==> config.mk <==
export PLATFORM = sky130hd
export DESIGN_NAME = swallow_div_ctrl
export DESIGN_NICKNAME = d
export VERILOG_FILES = /design/src/rtl/swl_pkg.sv /design/src/rtl/swl_cfg_shadow.sv /design/src/rtl/swl_main_cnt.sv /design/src/rtl/swl_swallow_cnt.sv /design/src/rtl/swallow_div_ctrl.sv
export SDC_FILE = /design/constraint.sdc
export NUM_CORES = 1
export LEC_CHECK = 0
export BUFFER_PORTS_ARGS = -buffer_cell sky130_fd_sc_hd__buf_2
export CORE_MARGIN = 4
export CORE_UTILIZATION = 45
export CTS_CLUSTER_DIAMETER = 150
export DETAILED_ROUTE_END_ITERATION = 8
export GPL_TIMING_DRIVEN = 0
export PLACE_DENSITY = 0.73
export SYNTH_ARGS = -nofsm -noshare
export SYNTH_HDL_FRONTEND = slang
export SYNTH_SLANG_ARGS = --single-unit
==> constraint.sdc <==
create_clock -name clk -period 3.2 [get_ports clk]
set_clock_uncertainty 0.1 [all_clocks]
set_input_delay 0.64 -clock clk [delete_from_list [all_inputs] [get_ports clk]]
set_output_delay 0.64 -clock clk [all_outputs]
set_load 0.05 [all_outputs]
==> src/rtl/swl_pkg.sv <==
package swl_pkg;
  localparam int SWL_A_W = 4;
  localparam int SWL_M_W = 15;

  typedef enum logic {
    MOD_DIV_N  = 1'b0,
    MOD_DIV_N1 = 1'b1
  } mod_sel_e;
endpackage

==> src/rtl/swl_cfg_shadow.sv <==
module swl_cfg_shadow #(
  parameter int AW = 4,
  parameter int MW = 15
) (
  input  logic          clk,
  input  logic          rst,
  input  logic          load,
  input  logic [AW-1:0] a_in,
  input  logic [MW-1:0] m_in,
  input  logic          n16_in,
  output logic [AW-1:0] a_cur,
  output logic [MW-1:0] m_cur,
  output logic          n16_cur,
  output logic          err_cur
);
  localparam int CW = AW + MW;

  logic [CW-1:0] m_ext;
  logic [CW-1:0] a_ext;
  logic          err_nxt;

  // Error is judged on the incoming settings so it is ready with them.
  always_comb begin
    m_ext   = {{AW{1'b0}}, m_in};
    a_ext   = {{MW{1'b0}}, a_in};
    err_nxt = (m_ext < a_ext) || (!n16_in && a_in[AW-1]);
  end

  always_ff @(posedge clk) begin
    if (rst || load) begin
      a_cur   <= a_in;
      m_cur   <= m_in;
      n16_cur <= n16_in;
      err_cur <= err_nxt;
    end
  end
endmodule

==> src/rtl/swl_main_cnt.sv <==
module swl_main_cnt #(
  parameter int MW = 15
) (
  input  logic          clk,
  input  logic          rst,
  input  logic [MW-1:0] m_cur,
  output logic          term,
  output logic          div_pulse
);
  logic [MW-1:0] cnt;
  logic [MW:0]   cnt_inc;

  always_comb begin
    cnt_inc = {1'b0, cnt} + {{MW{1'b0}}, 1'b1};
    // Last slot of the cycle; M of 0 or 1 both give a one-slot cycle.
    term    = (cnt_inc >= {1'b0, m_cur});
  end

  always_ff @(posedge clk) begin
    if (rst) begin
      cnt       <= '0;
      div_pulse <= 1'b0;
    end else if (term) begin
      cnt       <= '0;
      div_pulse <= 1'b1;
    end else begin
      cnt       <= cnt_inc[MW-1:0];
      div_pulse <= 1'b0;
    end
  end
endmodule

==> src/rtl/swl_swallow_cnt.sv <==
module swl_swallow_cnt
  import swl_pkg::*;
#(
  parameter int AW = 4
) (
  input  logic          clk,
  input  logic          rst,
  input  logic          restart,
  input  logic [AW-1:0] a_cur,
  output mod_sel_e      mod_sel
);
  logic [AW-1:0] cnt;
  logic          reached;

  always_comb begin
    reached = (cnt == a_cur);
    mod_sel = reached ? MOD_DIV_N : MOD_DIV_N1;
  end

  always_ff @(posedge clk) begin
    if (rst || restart) begin
      cnt <= '0;
    end else if (!reached) begin
      cnt <= cnt + 1'b1;
    end
  end
endmodule

==> src/rtl/swallow_div_ctrl.sv <==
module swallow_div_ctrl
  import swl_pkg::*;
#(
  parameter int A_W = SWL_A_W,
  parameter int M_W = SWL_M_W
) (
  input  logic           clk,
  input  logic           rst,
  input  logic [A_W-1:0] a_val,
  input  logic [M_W-1:0] m_val,
  input  logic           n16_mode,
  output logic           mod_n1,
  output logic           n16_sel,
  output logic           div_pulse,
  output logic           cfg_err
);
  logic [A_W-1:0] a_cur;
  logic [M_W-1:0] m_cur;
  logic           term;
  mod_sel_e       mod_sel;

  swl_cfg_shadow #(.AW(A_W), .MW(M_W)) u_shadow (
    .clk     (clk),
    .rst     (rst),
    .load    (term),
    .a_in    (a_val),
    .m_in    (m_val),
    .n16_in  (n16_mode),
    .a_cur   (a_cur),
    .m_cur   (m_cur),
    .n16_cur (n16_sel),
    .err_cur (cfg_err)
  );

  swl_main_cnt #(.MW(M_W)) u_main (
    .clk       (clk),
    .rst       (rst),
    .m_cur     (m_cur),
    .term      (term),
    .div_pulse (div_pulse)
  );

  swl_swallow_cnt #(.AW(A_W)) u_swallow (
    .clk     (clk),
    .rst     (rst),
    .restart (term),
    .a_cur   (a_cur),
    .mod_sel (mod_sel)
  );

  assign mod_n1 = (mod_sel == MOD_DIV_N1);
endmodule

# ---- Yosys cells after proc, flatten, opt, wreduce, memory -nomap -nowiden
# Cells that the tools add are included.
dict set report word_totals {
  reg_bits 41
  in_bits 22
  output_inout_bits 4
}
dict set report classes {
  add_sub_neg 2
  order_cmp 2
  eq_ne 1
  muxes 2
  n_reduce_logical 5
}
# cell n
set ops {}
lappend ops {{$add A15 B1 Y16 const B} 1}
lappend ops {{$ge A16 B15 Y1} 1}
lappend ops {{$lt A15 B4 Y1} 1}
lappend ops {{$add A4 B1 Y4 const B} 1}
lappend ops {{$eq A4 B4 Y1} 1}
lappend ops {{$logic_or A1 B1 Y1} 2}
lappend ops {{$mux W1} 2}
lappend ops {{$reduce_or A2 Y1} 1}
lappend ops {{$logic_and A1 B1 Y1} 1}
lappend ops {{$logic_not A1 Y1} 1}

# ---- Logic depth before layout (Yosys ltp)
dict set report logic_depth {
  word_depth 3
  mapped_depth 12
  mapped_depth_nobuf 10
}

# ---- Modules after synthesis
# From an unflattened synthesis, not the netlist that was laid out.
dict set report hier_totals {
  hier_cells 182
  area_unflattened_um2 2052.0
}
# module instances cells_per_inst area_each_um2 seq_area_each_um2
set by_module_without_submodules {}
lappend by_module_without_submodules {swl_main_cnt 1 123 1093.5 320.3}
lappend by_module_without_submodules {swl_cfg_shadow 1 36 737.0 630.6}
lappend by_module_without_submodules {swl_swallow_cnt 1 23 221.5 80.1}

# ---- Least setup slack after synthesis
# Ideal clock, no wire load.
dict set report synth_path {
  path_type {reg-to-reg}
  start {register u_main.cnt[2]}
  end {register u_shadow.a_cur[0], enable pin}
  setup_time_ns 0.264
  t_arrival_ns 2.303
  required_ns 2.836
  setup_slack_ns 0.533
  stages_incl_launch_ff 12
  path_buffers 2
  path_cell_list {dfxtp_1 > and3_4 > and3_4 > buf_6 > nand4_1 > xnor2_1 > ha_1 > a21o_1 > a21o_1 > a311oi_2 > nand3_2 > buf_6}
}
dict set report synth_via {
  elab_chain_len 3
}
# item line
set synth_lines {}
lappend synth_lines {{start: declaration} swl_main_cnt.sv:10} ;# logic [MW-1:0] cnt;
lappend synth_lines {{start signal: assignment} swl_main_cnt.sv:27} ;# cnt <= cnt_inc[MW-1:0];
lappend synth_lines {{$add A15 B1 Y16} swl_main_cnt.sv:14} ;# cnt_inc = {1'b0, cnt} + {{MW{1'b0}}, 1'b1};
lappend synth_lines {{net u_main.cnt_inc[13]} swl_main_cnt.sv:11} ;# logic [MW:0] cnt_inc;
lappend synth_lines {{$ge A16 B15 Y1} swl_main_cnt.sv:16} ;# term = (cnt_inc >= {1'b0, m_cur});
lappend synth_lines {{$logic_or A1 B1 Y1} swl_cfg_shadow.sv:30} ;# if (rst || load) begin
lappend synth_lines {{end signal: assignment} swl_cfg_shadow.sv:31} ;# a_cur <= a_in;
lappend synth_lines {{end: declaration} swl_cfg_shadow.sv:11} ;# output logic [AW-1:0] a_cur,
# The timed path passes the listed nets, and every way through them passes these cells.
# A chain may end at the register's enable or synchronous reset.

# ---- Worst setup path in the final report
dict set report layout_path {
  start {register u_main.cnt[2]}
  end {register u_shadow.m_cur[11], enable pin}
}
dict set report layout_via {
  elab_chain_len 3
}
# item line
set layout_lines {}
lappend layout_lines {{$add A15 B1 Y16} swl_main_cnt.sv:14}
lappend layout_lines {{net u_main.cnt_inc[13]} swl_main_cnt.sv:11}
lappend layout_lines {{$ge A16 B15 Y1} swl_main_cnt.sv:16}
lappend layout_lines {{$logic_or A1 B1 Y1} swl_cfg_shadow.sv:30}
lappend layout_lines {{end signal: assignment} swl_cfg_shadow.sv:32} ;# m_cur <= m_in;
lappend layout_lines {{end: declaration} swl_cfg_shadow.sv:12} ;# output logic [MW-1:0] m_cur,
# The timed path passes the listed nets, and every way through them passes these cells.

==> flow_summary.ini <==
[sta]
setup_tns_ps = 0
finalCritPeriodShare_pct = 92.8
slew_headroom_pct = 66.0
slew_viol_final = 0
final-hold-violation-count = 0
whs_ps = 375
fin_crit_ps = 2970
timing.final.ws_setup_ps = 230
max_freq_ghz = 0.337
rsz0062_at_grt = false
finalSetupViolCount = 0
tightest_slew_ps = 503

[setup_path]
worstPathMaxFanout = 30
cp-start-kind = flip-flop
path_cells = and3_4, and3_4, buf_6, nand4_1, xnor2_1, ha_1, nand3_1, nor3_2, o311ai_1, nand3_2, buf_12
arrival_ps = 2860
endpoint_kind = flip-flop
rr_startpoint = u_main.cnt[2]
worst-r2r-cell-count = 11
path_class = flip-flop to flip-flop
slowest_stage = dfxtp_1
cp.required_ps = 3090
cpPeakStageDelay_ps = 420
endpoint = u_shadow.m_cur[11]
critPathLaunch = u_main.cnt[2]
worstReg2RegEnd = u_shadow.m_cur[11]
crit_top_cell = and3_4
r2r_slack_ps = 230

[global_routing]
grt_pass1_wl_um = 6450
grt_max_degree = 31
overflow = 0
antenna_found_initial = 0
grt_pass1_vias = 1455
grt_use_total_pct = 15.2

[finish]
area_growth_pct = 14.0
layout.nets = 253
diodes = 0
final_cell_area_um2 = 2360
layout-drive-gt1-share_pct = 27.8

[logic_synthesis]
ys.flop_type = edfxtp_1
synth_common_cells = edfxtp_1 (21), dfxtp_1 (20), ha_1 (20)
synthMostInstantiatedCell = edfxtp_1
synth_area_leader_cell = edfxtp_1
synth-warning-count = 0
syn-num-nets = 221
synth_cell_types = 33
synth_edf_count = 21
synth_seq_area_share_pct = 49.9
synth_area_leaders = edfxtp_1 (31%), dfxtp_1 (19%), ha_1 (12%), xnor2_1 (6.4%), nor2b_2 (5.5%)
synth_cells = 179
async_reset_ff_share_pct = 0
synth_top_area_share_pct = 30.5
synth_seq_cells = 41
avgSynthCellArea_um2 = 11.5
syn-cell-area_um2 = 2070

[routing]
num_vias = 1358
wl_per_cell_um = 13.6
met1_length_um = 1570
firstDrtPassIters = 4
highest_layer = met4
drt_iter0_markers = 64
wl_um = 3600
drc = 0
wl_met3_um = 141
antenna_left = 0
wl_met2_um = 1820
viasPerCell = 5.14

[clocking]
clk_latency_ps = 290
clk_path_buf_depth = 2
clkSinkCount = 41
cts_buffers = 5
tritoncts = built
htreeDepth = 2
clock_tree.root_cell = clkbuf_8
path_clk_slew_ps = 80

[die]
die-area_um2 = 5740
core-area_um2 = 4410
die_x_um = 75.8
core.rowCount = 24
die_h_um = 75.8
io-pin-count = 26
initial_core_util_pct = 46.8

[min_path]
hold_depth = 1
holdCritPathClass = flip-flop to flip-flop

[placed_design]
dp_slack_ps = 8.87
gp_congestion = 0.827
io_buffers = 25
place_hpwl_um = 2770
dpl-instance-area_um2 = 2260

[power]
power.density_nw_per_um2 = 443
power.leakage_nw = 1.04
ir_worst_vdd_uv = 318
power_mw = 1.04

[status]
outcome = completed

[job]
cap_viol_max_count = 0
## cell type report
| cell class | count | area (µm²) |
|---|---|---|
| buffer | 3 | 42.5 |
| multi-input combinational | 117 | 940 |
| clock buffer | 5 | 68.8 |
| timing repair buffer | 25 | 125 |
| clock inverter | 3 | 17.5 |
| sequential | 41 | 1030 |
| inverter | 18 | 67.6 |
| tap | 52 | 65.1 |
| fill | 393 | 2060 |
## cells in the final DEF, fill, tap and decap left out, types with 5 or more instances in the layout
| cell | instances |
|---|---|
| edfxtp_1 | 21 |
| clkbuf_8 | 5 |
| nand4_1 | 6 |
| nor2b_2 | 13 |
| buf_2 | 25 |
| xor2_1 | 5 |
| nand2_1 | 8 |
| nor2_1 | 5 |
| inv_1 | 18 |
| nand3_1 | 7 |
| a21oi_1 | 6 |
| ha_1 | 20 |
| dfxtp_1 | 20 |
| xnor2_1 | 15 |
| nor2_2 | 5 |
## stage by stage
| step | std cells | util (%) |
|---|---|---|
| 6_report | 264 | 53.4 |
| 3_5_place_dp | 256 | 51.1 |
| 3_3_place_gp | 256 | 51.1 |
| 4_1_cts | 264 | 53.2 |
| 5_1_grt | 264 | 53.4 |
| 2_1_floorplan | 179 | - |
## layer usage
layer	vias to the layer above	GRT usage, %
li1	693	-
met1	634	17.7
met2	24	26.4
met3	7	3.96
met4	0	6.41
met5	-	0
## critical path: cells and delay by family (launching register included)
kind | cells | cell delay (ps)
buffers and inverters | 2 | 320
flip-flops | 1 | 420
AND/OR/NAND/NOR | 6 | 1110
adder cells (fa/ha/maj) | 1 | 300
AO/OA/AOI/OAI | 1 | 210
XOR/XNOR | 1 | 170
## state kept, by name, summed over array words and instances, names as in the netlist
register and cells:
u_main.cnt 15, u_main.div_pulse 1, u_shadow.a_cur 4, u_shadow.err_cur 1, u_shadow.m_cur 15, u_shadow.n16_cur 1
u_swallow.cnt 4
## report_power, final
group	total [mW]	switching, mW	internal [mW]
Combinational	0.115	0.0641	0.0506
Sequential	0.593	0.0150	0.578
Clock	0.336	0.185	0.151
## logic make-up (layout without fill, tap and decap cells)
group	after synthesis	in the layout	synth area share, %
adders and majority gates	20	20	12.1
DFF	41	41	49.9
and+or+nand+nor	58	58	18.0
buffers and inverters	21	54	4.90
xor gates and xnor gates	20	20	8.47
AOI/OAI and AO/OA	18	18	6.17
muxes	1	1	0.484
## timing repair
action                     4_1_cts  5_1_grt
setup endpoints to repair       21       21
gates resized for setup          1        2
hold buffers                     0        0
buffers inserted                 0        0
## worst min-delay path by stage
| stage | startpoint | to | slack [ps] |
|---|---|---|---|
| finish | u_main.cnt[0] | u_main.cnt[0] | 370 |
| global route | u_main.cnt[0] | u_main.cnt[0] | 400 |
| CTS | u_main.cnt[0] | u_main.cnt[0] | 390 |
| detailed placement | u_main.cnt[0] | u_main.cnt[0] | 370 |
| global placement | u_main.cnt[0] | u_main.cnt[0] | 350 |
| floorplan | u_main.cnt[0] | u_main.cnt[0] | 330 |
No activity file was read; power rests on OpenSTA's default activity.
